**src/rtl/adc_scan_pkg.sv**
```systemverilog
package adc_scan_pkg;

    localparam int CODE_W     = 12;
    localparam int LEAD_W     = 4;
    localparam int FRAME_BITS = CODE_W + LEAD_W;
    localparam int BIT_IDX_W  = $clog2(FRAME_BITS);
    localparam int CTRL_W     = 8;
    localparam int ADDR_W     = 3;
    localparam int ADDR_LSB   = 3;
    localparam int NUM_CH     = 4;
    localparam int CH_W       = $clog2(NUM_CH);

    typedef logic [CH_W-1:0]   chan_t;
    typedef logic [CODE_W-1:0] code_t;
    typedef logic [CTRL_W-1:0] ctrl_t;

    typedef struct packed {
        code_t code;
        chan_t chan;
    } result_t;

    typedef enum logic [1:0] {
        FS_IDLE,
        FS_SETUP,
        FS_LOW,
        FS_HIGH
    } fstate_t;

    // control word: address field only, all other bits zero
    function automatic ctrl_t make_ctrl(chan_t ch);
        ctrl_t w;
        w = '0;
        w[ADDR_LSB +: ADDR_W] = ADDR_W'(ch);
        return w;
    endfunction

    function automatic chan_t wrap_add(chan_t base, int unsigned off);
        return chan_t'((int'(base) + off) % NUM_CH);
    endfunction

endpackage

```
**src/rtl/adc_sclk_tick.sv**
```systemverilog
module adc_sclk_tick #(
    parameter int DIV_W = 8
) (
    input  logic             clk,
    input  logic             rst,
    input  logic [DIV_W-1:0] half_in,
    output logic             tick
);
    logic [DIV_W-1:0] cnt;
    logic [DIV_W-1:0] lim;

    always_comb begin
        lim  = (half_in == '0) ? DIV_W'(1) : half_in;
        tick = (cnt >= lim - DIV_W'(1));
    end

    always_ff @(posedge clk) begin
        if (rst)       cnt <= '0;
        else if (tick) cnt <= '0;
        else           cnt <= cnt + DIV_W'(1);
    end
endmodule

```
**src/rtl/adc_chan_rr.sv**
```systemverilog
module adc_chan_rr
    import adc_scan_pkg::*;
(
    input  logic [NUM_CH-1:0] mask,
    input  chan_t             last,
    output chan_t             pick,
    output logic              any
);
    chan_t             cand [NUM_CH];
    logic [NUM_CH-1:0] hit;

    for (genvar k = 0; k < NUM_CH; k++) begin : g_cand
        assign cand[k] = wrap_add(last, k + 1);
        assign hit[k]  = mask[cand[k]];
    end

    always_comb begin
        pick = last;
        for (int k = NUM_CH - 1; k >= 0; k--) begin
            if (hit[k]) pick = cand[k];
        end
        any = |mask;
    end
endmodule

```
**src/rtl/adc_frame_eng.sv**
```systemverilog
module adc_frame_eng
    import adc_scan_pkg::*;
#(
    parameter int GAP_HALVES = 2
) (
    input  logic  clk,
    input  logic  rst,
    input  logic  tick,
    input  logic  start,
    input  ctrl_t ctrl_in,
    input  logic  dout,
    output logic  cs_n,
    output logic  sclk,
    output logic  din,
    output logic  launch,
    output logic  done,
    output code_t code
);
    localparam int GAP_W = $clog2(GAP_HALVES + 1);

    fstate_t              st;
    logic [BIT_IDX_W-1:0] bit_idx;
    ctrl_t                ctrl_sh;
    code_t                cap;
    logic [GAP_W-1:0]     gap_cnt;
    logic                 last_bit;

    always_comb begin
        last_bit = (bit_idx == BIT_IDX_W'(FRAME_BITS - 1));
        launch   = tick && (st == FS_IDLE) && (gap_cnt == '0) && start;
        done     = tick && (st == FS_HIGH) && last_bit;
        code     = cap;
    end

    always_ff @(posedge clk) begin
        if (rst) begin
            st      <= FS_IDLE;
            cs_n    <= 1'b1;
            sclk    <= 1'b1;
            din     <= 1'b0;
            bit_idx <= '0;
            ctrl_sh <= '0;
            cap     <= '0;
            gap_cnt <= '0;
        end else if (tick) begin
            case (st)
                FS_IDLE: begin
                    if (gap_cnt != '0) begin
                        gap_cnt <= gap_cnt - GAP_W'(1);
                    end else if (start) begin
                        cs_n    <= 1'b0;
                        ctrl_sh <= ctrl_in;
                        st      <= FS_SETUP;
                    end
                end
                FS_SETUP: begin
                    sclk    <= 1'b0;
                    din     <= ctrl_sh[CTRL_W-1];
                    ctrl_sh <= ctrl_sh << 1;
                    bit_idx <= '0;
                    st      <= FS_LOW;
                end
                FS_LOW: begin
                    sclk <= 1'b1;
                    cap  <= {cap[CODE_W-2:0], dout};
                    st   <= FS_HIGH;
                end
                FS_HIGH: begin
                    if (last_bit) begin
                        cs_n    <= 1'b1;
                        din     <= 1'b0;
                        gap_cnt <= GAP_W'(GAP_HALVES - 1);
                        st      <= FS_IDLE;
                    end else begin
                        sclk    <= 1'b0;
                        din     <= ctrl_sh[CTRL_W-1];
                        ctrl_sh <= ctrl_sh << 1;
                        bit_idx <= bit_idx + BIT_IDX_W'(1);
                        st      <= FS_LOW;
                    end
                end
                default: st <= FS_IDLE;
            endcase
        end
    end
endmodule

```
**src/rtl/adc_scan_ctrl.sv**
```systemverilog
module adc_scan_ctrl
    import adc_scan_pkg::*;
#(
    parameter int DIV_W      = 8,
    parameter int GAP_HALVES = 2
) (
    input  logic              clk,
    input  logic              rst,
    input  logic [NUM_CH-1:0] en_mask,
    input  logic [DIV_W-1:0]  sclk_half,
    output logic              cs_n,
    output logic              sclk,
    output logic              din,
    input  logic              dout,
    output logic              res_valid,
    input  logic              res_ready,
    output logic [CODE_W-1:0] res_code,
    output logic [CH_W-1:0]   res_chan
);
    logic    tick, launch, done, any_en, start;
    chan_t   last_ch, tag_ch, pick;
    code_t   eng_code;
    result_t out_q;
    logic    valid_q;

    adc_sclk_tick #(.DIV_W(DIV_W)) u_tick (
        .clk     (clk),
        .rst     (rst),
        .half_in (sclk_half),
        .tick    (tick)
    );

    adc_chan_rr u_rr (
        .mask (en_mask),
        .last (last_ch),
        .pick (pick),
        .any  (any_en)
    );

    assign start = any_en && !valid_q;

    adc_frame_eng #(.GAP_HALVES(GAP_HALVES)) u_eng (
        .clk     (clk),
        .rst     (rst),
        .tick    (tick),
        .start   (start),
        .ctrl_in (make_ctrl(pick)),
        .dout    (dout),
        .cs_n    (cs_n),
        .sclk    (sclk),
        .din     (din),
        .launch  (launch),
        .done    (done),
        .code    (eng_code)
    );

    // tag lags the sent address by one frame
    always_ff @(posedge clk) begin
        if (rst) begin
            last_ch <= '0;
            tag_ch  <= '0;
            out_q   <= '0;
            valid_q <= 1'b0;
        end else begin
            if (launch) last_ch <= pick;
            if (done) begin
                out_q.code <= eng_code;
                out_q.chan <= tag_ch;
                valid_q    <= 1'b1;
                tag_ch     <= last_ch;
            end else if (valid_q && res_ready) begin
                valid_q <= 1'b0;
            end
        end
    end

    assign res_valid = valid_q;
    assign res_code  = out_q.code;
    assign res_chan  = out_q.chan;
endmodule

```
**config.mk**
```make
export PLATFORM = sky130hd
export DESIGN_NAME = adc_scan_ctrl
export DESIGN_NICKNAME = d
export VERILOG_FILES = /design/src/rtl/adc_scan_pkg.sv /design/src/rtl/adc_sclk_tick.sv /design/src/rtl/adc_chan_rr.sv /design/src/rtl/adc_frame_eng.sv /design/src/rtl/adc_scan_ctrl.sv
export SDC_FILE = /design/constraint.sdc
export NUM_CORES = 1
export LEC_CHECK = 0
export CAP_MARGIN = 0
export CORE_MARGIN = 5
export CORE_UTILIZATION = 56
export DETAILED_ROUTE_END_ITERATION = 10
export GPL_TIMING_DRIVEN = 0
export HOLD_SLACK_MARGIN = 0.03
export PLACE_DENSITY = 0.79
export RECOVER_POWER = 25
export SETUP_SLACK_MARGIN = 0.5
export SYNTH_ARGS = -nofsm -noshare
export SYNTH_HDL_FRONTEND = slang
export SYNTH_HIERARCHICAL = 1
export SYNTH_SLANG_ARGS = --single-unit
```
**constraint.sdc**
```tcl
create_clock -name clk -period 4.1 [get_ports clk]
set_input_delay 0.82 -clock clk [delete_from_list [all_inputs] [get_ports clk]]
set_output_delay 0.82 -clock clk [all_outputs]
set_load 0.05 [all_outputs]
```
==> impl_results.md <==
- Status: finished clean
- Ant diodes: 0
- Clock insertion delay at the later pin of the skew report: 0.34 ns
- Die ar.: a little under 0.007 mm^2
- DRC violations left: 0
- Critical path peak fanout: 6
- Biggest area contributors in the synthesized netlist: sky130_fd_sc_hd__dfxtp_1 (40%), sky130_fd_sc_hd__ha_1 (7.7%), sky130_fd_sc_hd__mux2i_1 (7.5%)
- Iteration-0 DRC Markers: ~160
- CP max stage delay: roughly 0.39 ns
- Clock-pin slew of the registers on the worst-case setup and hold paths: 0.07 ns
- Min-Delay Startpoint: u_eng/din
- Htree depth: 3
- I/O pin count: 34
- Most common library cells after synthesis: sky130_fd_sc_hd__dfxtp_1 (58), sky130_fd_sc_hd__nor2_1 (38), sky130_fd_sc_hd__nand2_1 (35)
- Per-cell routed wire length: about 15 um
- Register-to-Register Path Depth: 10
- Vias: 2647
- Classification of the worst-slack hold path: register to register
- Share of layout cells above drive strength 1: between 15 and 20%
- Global route total overflow: 0
- Largest area contributor in the netlist: sky130_fd_sc_hd__dfxtp_1
- Number of buffers inserted during clock tree synthesis: 9
- Core occupancy in the finished layout: 75.7%
- Count of unique library cells instantiated by Yosys: 54
- Leak Pwr: around 1.5 nW
- Half-perimeter wire length of the detailed placement result: between 4000 and 5000 um
- Unrepaired setup endpoints after global routing: true
- Width of the die: around 82 um
- Kind of capture point of the worst setup path: register
- Core outline area: around 0.005 mm^2
- Count of nets after finishing: 430
- Row count: 26
- Worst VDD drop: approximately 0.28 mV
- Mapped Avg Cell Area: around 9 um^2
- Final period util: between 80% and 90%
- Maximum capacitance violations: 0
- Category of the critical setup timing path: input pin to register
- Count of final setup violators: 0
- Count of non-filler cells in the finished layout: ~470
- Max frequency: 280 MHz
- Proportion of netlist area held by the largest area contributor: roughly two fifths
- Vias/cell: about 5.6
- TritonCTS clock tree: yes
- Worst slack on hold paths: around 0.47 ns
- Cell Pwr Density: approximately 330 mW/mm^2
- Worst-case clock skew: 0.0102 ns
- Launching element type of the critical path: input pin
- Final-report hold violation count: 0
- Number of instances in the synthesized netlist: around 330
- Antenna viol nets, final: 0
- Top-count cell post-synth: sky130_fd_sc_hd__dfxtp_1
- Placer's final routability congestion estimate: a little under 0.9
- Die H: ~80 um
- Hold Path Depth: 2
- Cell-by-cell trace of the critical path: buf_6, or3_4, nor3_4, a21oi_2, ha_2, nor3b_4, xnor2_1, ha_1, and4_4, nand2_2, o211ai_1, buf_4, buf_6, nand2b_4, a211o_1, mux2_4
- Proportion of register bits with asynchronous set or reset after synthesis: 0%
- Worst Hold Path EP: u_eng/din
- Most used cell, CP: sky130_fd_sc_hd__buf_6
- Worst slew slack as a fraction of its limit: between 50% and 60%
- Initial cell density of the core: approximately 57%
- Input/output buffers: 33
- # placed instances: between 400 and 500
- Worst r2r dst: u_eng/gap_cnt[1]
- Synth warn: 6
- Number of global-route vias before repair: roughly 2.5k
- Flip-flop and latch count after synthesis: 58
- Worst R2R Setup Slack: around 1.8 ns
- Root cell of the clock tree: sky130_fd_sc_hd__clkbuf_8
- Number of enable flip-flop cells after synthesis: 0
- Drt total wl: 7010 um
- Part of the Yosys area used for sequential elements: between 30% and 40%
- Bufs on Longest Clock Path: 2
- Arrival time reported for the critical path endpoint: 3.79 ns
- Slew of the pin with the lowest slew margin: ~0.63 ns
- Number of antenna violations at the first check in global routing: 0
- Layout Area Growth over Synthesis: 31.8%
- Maximum number of pins on one net before global-route repair: 13
- Reg-to-reg startpoint: u_tick/cnt[0]
- Period minus WS final: around 3.6 ns
- Setup Slack @ Placement: -0.379 ns
- Count of clock tree sinks: between 50 and 60
- Global-route wire length before repair: around 12000 um
- Flip-flop cell with the highest count after synthesis: sky130_fd_sc_hd__dfxtp_1
- Final TNS setup: 0 ns
- Post-route worst setup slack: about 0.53 ns
- Critical Path Slowest Stage Cell: sky130_fd_sc_hd__or3_4
- 1st-pass router iterations: 4
- Critical Path RT: roughly 4.3 ns
- Pins Over Slew Limit: 0
- Global Route Usage Sum: 22.4%
- Cell area after technology mapping: 0.00294 mm^2
==> power by group <==
group	internal, W	total, W	switching [W]
sequential	0.000568	0.000572	0.00000430
combinational	0.0000412	0.0000883	0.0000471
clock	0.000347	0.000597	0.000250
==> stage by stage <==
step                      power (W)  instance area, um^2
final                       0.00126                 3870
after global routing        0.00130                 3870
after CTS                   0.00126                 3820
after detailed placement   0.000664                 3380
after global placement     0.000662                 3380
after floorplan            0.000632                 2960
==> state kept, by name, summed over array words and instances (netlist names) <==
name,flops
u_eng/ctrl_sh,8
u_eng/sclk,1
tag_ch,2
u_eng/cs_n,1
res_code,12
last_ch,2
u_eng/gap_cnt,2
u_tick/cnt,8
u_eng/bit_idx,4
u_eng/st,2
res_chan,2
u_eng/code,12
res_valid,1
u_eng/din,1
==> what timing repair did <==
action                                  CTS  global route
gates cloned                              1             0
pin swaps                                11            12
buffers inserted                         12             2
hold buffers                              0             0
resized for setup                        41            13
endpoints found under the setup margin   50            48
==> worst max path at each step <==
stage / start / slack (ns) / depth (start not counted) / endpoint
6_report: sclk_half[5] / 0.53 / 16 / u_eng/gap_cnt[1]
5_1_grt: sclk_half[5] / 0.39 / 16 / u_eng/gap_cnt[1]
4_1_cts: sclk_half[3] / 0.52 / 16 / u_eng/gap_cnt[1]
3_5_place_dp: sclk_half[3] / -0.38 / 18 / res_code[0]
3_3_place_gp: sclk_half[3] / -0.29 / 15 / u_eng/ctrl_sh[4]
2_1_floorplan: sclk_half[3] / 0.52 / 14 / u_eng/bit_idx[3]
==> worst max-delay path, delay by kind of cell <==
family	cells	cell delay [ns]
AND/OR/NAND/NOR	6	1.02
AO/OA/AOI/OAI	3	0.58
adder cells (fa/ha/maj)	2	0.49
buffers and inverters	3	0.44
multiplexers	1	0.31
XOR/XNOR	1	0.13
==> per-layer routing <==
metal	up-vias	routed length [um]	track usage [%]
li1	1305	-	-
met1	1256	3000	26.9
met2	71	3510	37.3
met3	15	340	4.23
met4	0	156	12.6
met5	-	0	0
==> cell type report <==
class | instances | area, um^2
Sequential cell | 58 | 1160
Buffer | 18 | 128
Inverter | 14 | 57.6
Clock buffer | 9 | 124
Fill cell | 382 | 1240
Timing Repair Buffer | 48 | 490
Multi-Input combinational cell | 247 | 1720
Tap cell | 70 | 87.6
Clock inverter | 7 | 103
==> cell usage in the layout (no fill, tap or decap), types with 3 or more instances in the layout <==
| master | count |
|---|---|
| sky130_fd_sc_hd__a21oi_1 | 22 |
| sky130_fd_sc_hd__a311oi_1 | 9 |
| sky130_fd_sc_hd__a31oi_1 | 4 |
| sky130_fd_sc_hd__a41oi_1 | 7 |
| sky130_fd_sc_hd__and4_4 | 3 |
| sky130_fd_sc_hd__buf_2 | 4 |
| sky130_fd_sc_hd__buf_4 | 14 |
| sky130_fd_sc_hd__buf_6 | 6 |
| sky130_fd_sc_hd__clkbuf_1 | 7 |
| sky130_fd_sc_hd__clkbuf_8 | 10 |
| sky130_fd_sc_hd__clkdlybuf4s50_1 | 8 |
| sky130_fd_sc_hd__clkinv_4 | 3 |
| sky130_fd_sc_hd__conb_1 | 6 |
| sky130_fd_sc_hd__dfxtp_1 | 58 |
| sky130_fd_sc_hd__dlygate4sd3_1 | 18 |
| sky130_fd_sc_hd__ha_1 | 17 |
| sky130_fd_sc_hd__inv_1 | 13 |
| sky130_fd_sc_hd__mux2i_1 | 21 |
| sky130_fd_sc_hd__nand2_1 | 34 |
| sky130_fd_sc_hd__nand2b_1 | 5 |
| sky130_fd_sc_hd__nand3_1 | 8 |
| sky130_fd_sc_hd__nor2_1 | 37 |
| sky130_fd_sc_hd__nor2b_1 | 5 |
| sky130_fd_sc_hd__nor3_1 | 4 |
| sky130_fd_sc_hd__o21ai_0 | 13 |
| sky130_fd_sc_hd__xnor2_1 | 5 |
| sky130_fd_sc_hd__xor2_1 | 4 |
==> cells by family (layout without fill, tap and decap cells) <==
| family | after synthesis | in the layout | synth area share (%) |
|---|---|---|---|
| compound gates | 73 | 73 | 16.4 |
| xor+xnor | 9 | 9 | 2.69 |
| fa+ha+maj | 18 | 18 | 7.67 |
| buf+inv | 32 | 96 | 5.58 |
| flops | 58 | 58 | 39.6 |
| mux | 23 | 23 | 7.89 |
| other cells | 1 | 6 | 0.128 |
| simple gates | 118 | 118 | 20.1 |
Note: power is estimated with default switching activity, not from simulation.
